## src/rtl/adc_seq_pkg.sv

```systemverilog
package adc_seq_pkg;

    localparam int CHAN_W = 2;
    localparam int DATA_W = 12;
    localparam int WORD_W = 16;
    localparam int PAD_W  = WORD_W - CHAN_W - DATA_W;
    localparam int IGN_W  = WORD_W - 3 - CHAN_W;

    typedef logic [CHAN_W-1:0] chan_t;
    typedef logic [DATA_W-1:0] sample_t;

    typedef enum logic [1:0] {
        MODE_FIXED     = 2'b00,
        MODE_FIXED_ALT = 2'b01,
        MODE_KEEP      = 2'b10,
        MODE_SEQ       = 2'b11
    } mode_e;

    typedef struct packed {
        logic             wr_en;
        mode_e            mode;
        chan_t            addr;
        logic [IGN_W-1:0] unused;
    } ctrl_word_t;

    function automatic chan_t seq_step(chan_t cur, chan_t last);
        return (cur == last) ? chan_t'(0) : chan_t'(cur + chan_t'(1));
    endfunction

    function automatic logic [WORD_W-1:0] pack_result(chan_t ch, sample_t d);
        return {{PAD_W{1'b0}}, ch, d};
    endfunction

endpackage

```

## src/rtl/adc_seq_sync.sv

```systemverilog
module adc_seq_sync #(
    parameter int          STAGES  = 2,
    parameter int          W       = 3,
    parameter logic [W-1:0] RST_VAL = '0
) (
    input  logic         clk,
    input  logic         rst,
    input  logic [W-1:0] d,
    output logic [W-1:0] q
);
    generate
        if (STAGES == 0) begin : g_pass
            assign q = d;
        end else begin : g_chain
            logic [W-1:0] st [STAGES];
            always_ff @(posedge clk) begin
                if (rst) begin
                    for (int i = 0; i < STAGES; i++) st[i] <= RST_VAL;
                end else begin
                    st[0] <= d;
                    for (int i = 1; i < STAGES; i++) st[i] <= st[i-1];
                end
            end
            assign q = st[STAGES-1];
        end
    endgenerate
endmodule

```

## src/rtl/adc_seq_frame.sv

```systemverilog
module adc_seq_frame #(
    parameter int WORD_W = 16
) (
    input  logic              clk,
    input  logic              rst,
    input  logic              sclk_s,
    input  logic              cs_n_s,
    input  logic              mosi_s,
    input  logic [WORD_W-1:0] load_word,
    output logic              start,
    output logic              done,
    output logic [WORD_W-1:0] rx_word,
    output logic              miso
);
    localparam int CNT_W = $clog2(WORD_W + 1);

    logic              sclk_q, cs_q, act_q, done_q;
    logic [CNT_W-1:0]  bit_cnt;
    logic [WORD_W-1:0] rx_q, tx_q, word_q, rx_nxt;
    logic              stop, rise, fall;

    assign start  = cs_q & ~cs_n_s;
    assign stop   = ~cs_q & cs_n_s;
    assign rise   = act_q & ~sclk_q & sclk_s;
    assign fall   = act_q & sclk_q & ~sclk_s;
    assign rx_nxt = {rx_q[WORD_W-2:0], mosi_s};

    always_ff @(posedge clk) begin
        if (rst) begin
            sclk_q  <= 1'b0;
            cs_q    <= 1'b1;
            act_q   <= 1'b0;
            done_q  <= 1'b0;
            bit_cnt <= '0;
            rx_q    <= '0;
            tx_q    <= '0;
            word_q  <= '0;
        end else begin
            sclk_q <= sclk_s;
            cs_q   <= cs_n_s;
            done_q <= 1'b0;
            if (start) begin
                act_q   <= 1'b1;
                bit_cnt <= '0;
                rx_q    <= '0;
                tx_q    <= load_word;
            end else if (stop) begin
                act_q <= 1'b0;
            end else begin
                if (rise && bit_cnt != CNT_W'(WORD_W)) begin
                    rx_q    <= rx_nxt;
                    bit_cnt <= bit_cnt + CNT_W'(1);
                    if (bit_cnt == CNT_W'(WORD_W - 1)) begin
                        done_q <= 1'b1;
                        word_q <= rx_nxt;
                    end
                end
                if (fall) tx_q <= {tx_q[WORD_W-2:0], 1'b0};
            end
        end
    end

    assign done    = done_q;
    assign rx_word = word_q;
    assign miso    = act_q & tx_q[WORD_W-1];
endmodule

```

## src/rtl/adc_seq_ctrl.sv

```systemverilog
module adc_seq_ctrl
    import adc_seq_pkg::*;
(
    input  logic  clk,
    input  logic  rst,
    input  logic  upd,
    input  logic  wr_en,
    input  mode_e mode,
    input  chan_t addr,
    output chan_t cur_chan,
    output logic  seq_run,
    output chan_t seq_final
);
    chan_t chan_q, final_q;
    logic  run_q;

    always_ff @(posedge clk) begin
        if (rst) begin
            chan_q  <= '0;
            final_q <= '0;
            run_q   <= 1'b0;
        end else if (upd) begin
            if (wr_en && mode == MODE_SEQ) begin
                run_q   <= 1'b1;
                final_q <= addr;
                chan_q  <= '0;
            end else if (run_q && (!wr_en || mode == MODE_KEEP)) begin
                chan_q <= seq_step(chan_q, final_q);
            end else if (wr_en) begin
                run_q  <= 1'b0;
                chan_q <= addr;
            end
        end
    end

    assign cur_chan  = chan_q;
    assign seq_run   = run_q;
    assign seq_final = final_q;
endmodule

```

## src/rtl/adc_seq_spi.sv

```systemverilog
module adc_seq_spi
    import adc_seq_pkg::*;
#(
    parameter int SYNC_STAGES = 2
) (
    input  logic              clk,
    input  logic              rst,
    input  logic              spi_sclk,
    input  logic              spi_cs_n,
    input  logic              spi_mosi,
    output logic              spi_miso,
    input  logic [DATA_W-1:0] sample_data,
    output logic [CHAN_W-1:0] sample_chan
);
    logic [2:0]        pins_s;
    logic              frm_start, frm_done;
    logic [WORD_W-1:0] rx_word, load_word;
    ctrl_word_t        frm_word;
    chan_t             cur_chan, seq_final;
    logic              seq_run;

    adc_seq_sync #(
        .STAGES (SYNC_STAGES),
        .W      (3),
        .RST_VAL(3'b010)
    ) i_sync (
        .clk(clk),
        .rst(rst),
        .d  ({spi_sclk, spi_cs_n, spi_mosi}),
        .q  (pins_s)
    );

    // Result word is built from the live channel and sample; the frame
    // unit captures it on the chip-select fall.
    assign load_word = pack_result(cur_chan, sample_data);

    adc_seq_frame #(.WORD_W(WORD_W)) i_frame (
        .clk      (clk),
        .rst      (rst),
        .sclk_s   (pins_s[2]),
        .cs_n_s   (pins_s[1]),
        .mosi_s   (pins_s[0]),
        .load_word(load_word),
        .start    (frm_start),
        .done     (frm_done),
        .rx_word  (rx_word),
        .miso     (spi_miso)
    );

    assign frm_word = ctrl_word_t'(rx_word);

    adc_seq_ctrl i_ctrl (
        .clk      (clk),
        .rst      (rst),
        .upd      (frm_done),
        .wr_en    (frm_word.wr_en),
        .mode     (frm_word.mode),
        .addr     (frm_word.addr),
        .cur_chan (cur_chan),
        .seq_run  (seq_run),
        .seq_final(seq_final)
    );

    assign sample_chan = cur_chan;
endmodule

```

## config.mk

```make
export PLATFORM = sky130hd
export DESIGN_NAME = adc_seq_spi
export DESIGN_NICKNAME = d
export VERILOG_FILES = /design/src/rtl/adc_seq_pkg.sv /design/src/rtl/adc_seq_sync.sv /design/src/rtl/adc_seq_frame.sv /design/src/rtl/adc_seq_ctrl.sv /design/src/rtl/adc_seq_spi.sv
export SDC_FILE = /design/constraint.sdc
export NUM_CORES = 1
export LEC_CHECK = 0
export BUFFER_PORTS_ARGS = -buffer_cell sky130_fd_sc_hd__clkbuf_2
export CORE_MARGIN = 2
export CORE_UTILIZATION = 40
export DETAILED_ROUTE_END_ITERATION = 6
export GPL_ROUTABILITY_DRIVEN = 0
export GPL_TIMING_DRIVEN = 0
export HOLD_SLACK_MARGIN = 0.08
export SYNTH_ARGS = -nofsm -noshare
export SYNTH_HDL_FRONTEND = slang
export SYNTH_SLANG_ARGS = --single-unit
```

## constraint.sdc

```tcl
create_clock -name clk -period 4.44 [get_ports clk]
set_input_delay 0.444 -clock clk [delete_from_list [all_inputs] [get_ports clk]]
set_output_delay 0.444 -clock clk [all_outputs]
set_load 0.1 [all_outputs]
```

==> summary.md <==
| Metric | Value |
|---|---|
| TritonRoute pass-1 iters | 4 |
| Setup slack after placement | 2770 ps |
| Row cnt | 27 |
| Worst setup path category | flip-flop to output port |
| Clock slew at the register clock pins of the worst setup and hold paths | 90 ps |
| Max Buffers Root-to-Sink | 2 |
| Synthesized net count | 270 |
| Ratio of cells with drive above 1 in the final layout | 17.5% |
| Post-layout nets | 295 |
| Worst hold-check slack | 308 ps |
| Class of the most critical hold timing path | input port to flip-flop |
| Number of vias per cell after detailed routing | 4.91 |
| Number of global-route vias before repair | 1610 |
| Time the worst path needs with I/O delays and setup | 1870 ps |
| Number of I/O pins | 20 |
| Unique cell type count in the Yosys netlist | 34 |
| Iteration-0 DRC Markers | 73 |
| WP data arrival | 1420 ps |
| Die ar. | 6540 um2 |
| Leak pwr | 1.01 nW |
| Ys async rst share | 0% |
| Sum Neg Setup Slack | 0 ps |
| Routed via count | 1698 |
| Global route total overflow | 0 |
| Startpoint class of the critical path | flip-flop |
| Most common cell after layout, fill and taps aside | sky130_fd_sc_hd__dfxtp_1 |
| Total count of hold-check failures in the final report | 0 |
| TritonCTS clock tree | yes |
| Number of synthesis warnings | 0 |
| Period Utilization, post-route | 42.0% |
| Final instance area | 2650 um2 |
| Cell count after synthesis | 248 |
| Multi-input combinational cell area | 1110 um2 |
| Total DRC errors in the routed layout | 0 |
| Maximum single-stage delay on the critical path | 470 ps |
| Worst-case vdd ir drop | 0.202 mV |
| Height of the die | 80.9 um |
| First-pass GRT wire length | 7410 um |
| Number of nets with antenna violations after routing | 0 |
| Skew final | 8.13 ps |
| Number of buffers inserted by port buffering | 18 |
| CTS buffer count | 5 |
| Post-synthesis to final-layout area growth | 12.3% |
| Top fanout value on the critical path | 4 |
| Unrepaired setup endpoints after global routing | false |
| Count of antenna diodes in the layout | 0 |
| Wire length per cell | 12.4 um |
| Cell area after synthesis | 2360 um2 |
| Post-synthesis average cell area | 9.53 um2 |
| Run status | complete, no violations |
| FF/Latch Area | 1120 um2 |
| Final setup violation count | 0 |
| Number of synthesized register bits | 56 |
| Count of hold buffers inserted by post-cts repair | 0 |
| Count of placed standard cells in the final layout, fillers left out | 346 |
| Maximum number of pins on one net before global-route repair | 18 |
| Buffer type at the clock tree root | sky130_fd_sc_hd__clkbuf_8 |
| Count of clock tree sinks | 56 |
| Worst path setup slack after routing | 2570 ps |
| Critical path data required time | 4000 ps |
| PD cells | 342 nW/um2 |
| Count of max-cap constraint violations | 0 |
| Endpoint type of the worst setup path | output port |
| Detailed-placement wirelength estimate | 2910 um |
| Number of fillers in the final layout | 568 |
| Highest achievable clock rate | 536 MHz |
| Antenna violations before repair | 0 |
| Core area | 5610 um2 |
| Worst slew margin | 64.2% |
| Initial Utilization | 42.1% |
| Sequential-to-total area share from yosys stat | 47.5% |
| Cell breakdown of the critical path | and2_2, clkbuf_2 |
| Count of flip-flops with a built-in enable after synthesis | 0 |
| Resized Gates After CTS | 0 |
| Total placed instance area | 2540 um2 |
| Worst slew pin tran | 539 ps |
| Number of H-tree branching levels | 2 |
| Detailed Route WL | 4300 um |
| Number of slew-limit violations in the final report | 0 |
| Buffers inserted by post-CTS timing repair | 0 |
| Cell total after placement | 338 |
| Global-route total usage across every layer | 14.7% |
| Horizontal extent of the die | 80.9 um |
| Commonest register cell after synthesis | sky130_fd_sc_hd__dfxtp_1 |
| Clock insertion delay at the later pin of the skew report | 320 ps |
| Commonest non-fill, non-tap cells in the layout | sky130_fd_sc_hd__dfxtp_1, sky130_fd_sc_hd__nor2_1, sky130_fd_sc_hd__mux2i_1 |
| Critical-path top delay cell | sky130_fd_sc_hd__dfxtp_1 |
state kept, by name, summed over array words and instances (netlist names):
| register | flops |
|---|---|
| i_frame.act_q | 1 |
| i_ctrl.seq_final | 2 |
| i_frame.sclk_q | 1 |
| i_sync.g_chain.st | 6 |
| i_frame.tx_q | 16 |
| i_frame.rx_q | 15 |
| i_ctrl.cur_chan | 2 |
| i_frame.cs_q | 1 |
| i_frame.done | 1 |
| i_ctrl.seq_run | 1 |
| i_frame.rx_word | 5 |
| i_frame.bit_cnt | 5 |
cell families after synthesis:
family,share of synthesized area [%]
muxes,9.32
buffers and inverters,5.56
AOI/OAI and AO/OA,12.4
adders and majority gates,2.65
DFF,47.5
and+or+nand+nor,21.1
xor gates and xnor gates,1.48
final cells by class:
type / instances / share of cell area, %
clock buffers: 5 / 2.59
flip-flops and latches: 56 / 42.2
clock inverters: 3 / 1.60
inverters: 8 / 1.13
well taps: 72 / 3.39
multi-input cells: 168 / 41.8
plain buffers: 16 / 3.82
repair buffers: 18 / 3.39
final timing paths:
| kind | from | end | cells after the start | slack [ps] |
|---|---|---|---|---|
| worst max-delay path | i_frame.act_q$_SDFFE_PP0P_ | spi_miso | 2 | 2570 |
| worst min-delay path | spi_cs_n | i_sync.g_chain.st[0][1]$_SDFF_PP1_ | 2 | 310 |
| worst max register to register | i_sync.g_chain.st[0][4]$_SDFF_PP1_ | i_frame.rx_q[2]$_SDFFE_PP0P_ | 7 | 2760 |
| worst min register to register | i_sync.g_chain.st[0][1]$_SDFF_PP1_ | i_sync.g_chain.st[0][4]$_SDFF_PP1_ | 1 | 420 |
routing by layer:
layer | global-route usage [%] | vias to the layer above | wire [um]
li1 | - | 899 | -
met1 | 19.5 | 766 | 2150
met2 | 22.1 | 26 | 1880
met3 | 4.00 | 7 | 177
met4 | 7.12 | 0 | 106
met5 | 0 | - | 0
cells in the mapped netlist, types with 2 or more instances:
| library cell | instances | area, um2 |
|---|---|---|
| sky130_fd_sc_hd__nand3b_4 | 2 | 40.0 |
| sky130_fd_sc_hd__nor2b_1 | 9 | 56.3 |
| sky130_fd_sc_hd__xnor2_1 | 4 | 35.0 |
| sky130_fd_sc_hd__a21oi_1 | 5 | 25.0 |
| sky130_fd_sc_hd__nand2b_1 | 3 | 18.8 |
| sky130_fd_sc_hd__o31ai_1 | 2 | 15.0 |
| sky130_fd_sc_hd__buf_6 | 4 | 45.0 |
| sky130_fd_sc_hd__clkbuf_1 | 7 | 26.3 |
| sky130_fd_sc_hd__nor4_1 | 2 | 12.5 |
| sky130_fd_sc_hd__o21ai_1 | 2 | 10.0 |
| sky130_fd_sc_hd__ha_1 | 5 | 62.6 |
| sky130_fd_sc_hd__nand2_1 | 21 | 78.8 |
| sky130_fd_sc_hd__or2_2 | 4 | 25.0 |
| sky130_fd_sc_hd__o21ai_0 | 16 | 80.1 |
| sky130_fd_sc_hd__dfxtp_1 | 56 | 1120 |
| sky130_fd_sc_hd__a211oi_1 | 14 | 105 |
| sky130_fd_sc_hd__nand3_1 | 16 | 80.1 |
| sky130_fd_sc_hd__inv_1 | 8 | 30.0 |
| sky130_fd_sc_hd__nor2_1 | 27 | 101 |
| sky130_fd_sc_hd__clkbuf_4 | 2 | 15.0 |
| sky130_fd_sc_hd__o21ai_2 | 2 | 17.5 |
| sky130_fd_sc_hd__mux2i_1 | 22 | 220 |
| sky130_fd_sc_hd__buf_2 | 3 | 15.0 |
| sky130_fd_sc_hd__nor3_4 | 2 | 32.5 |
where the power goes:
group	switching [mW]	internal (mW)	leakage (nW)
registers	0.00514	0.513	0.454
clock network	0.168	0.167	0.0541
logic	0.0315	0.0241	0.503
critical path, delay by kind of cell (launching register included):
kind	cells	cell delay [ps]
buffers and inverters	1	440
and+or+nand+nor	1	190
DFF	1	470
stage by stage:
| step | power [mW] | utilization, % |
|---|---|---|
| 2_1_floorplan | 0.568 | - |
| 3_3_place_gp | 0.585 | 45.3 |
| 3_5_place_dp | 0.586 | 45.3 |
| 4_1_cts | 0.923 | 47.3 |
| 5_1_grt | 0.945 | 47.3 |
| 6_report | 0.908 | 47.3 |
No activity file was read; power rests on OpenSTA's default activity.
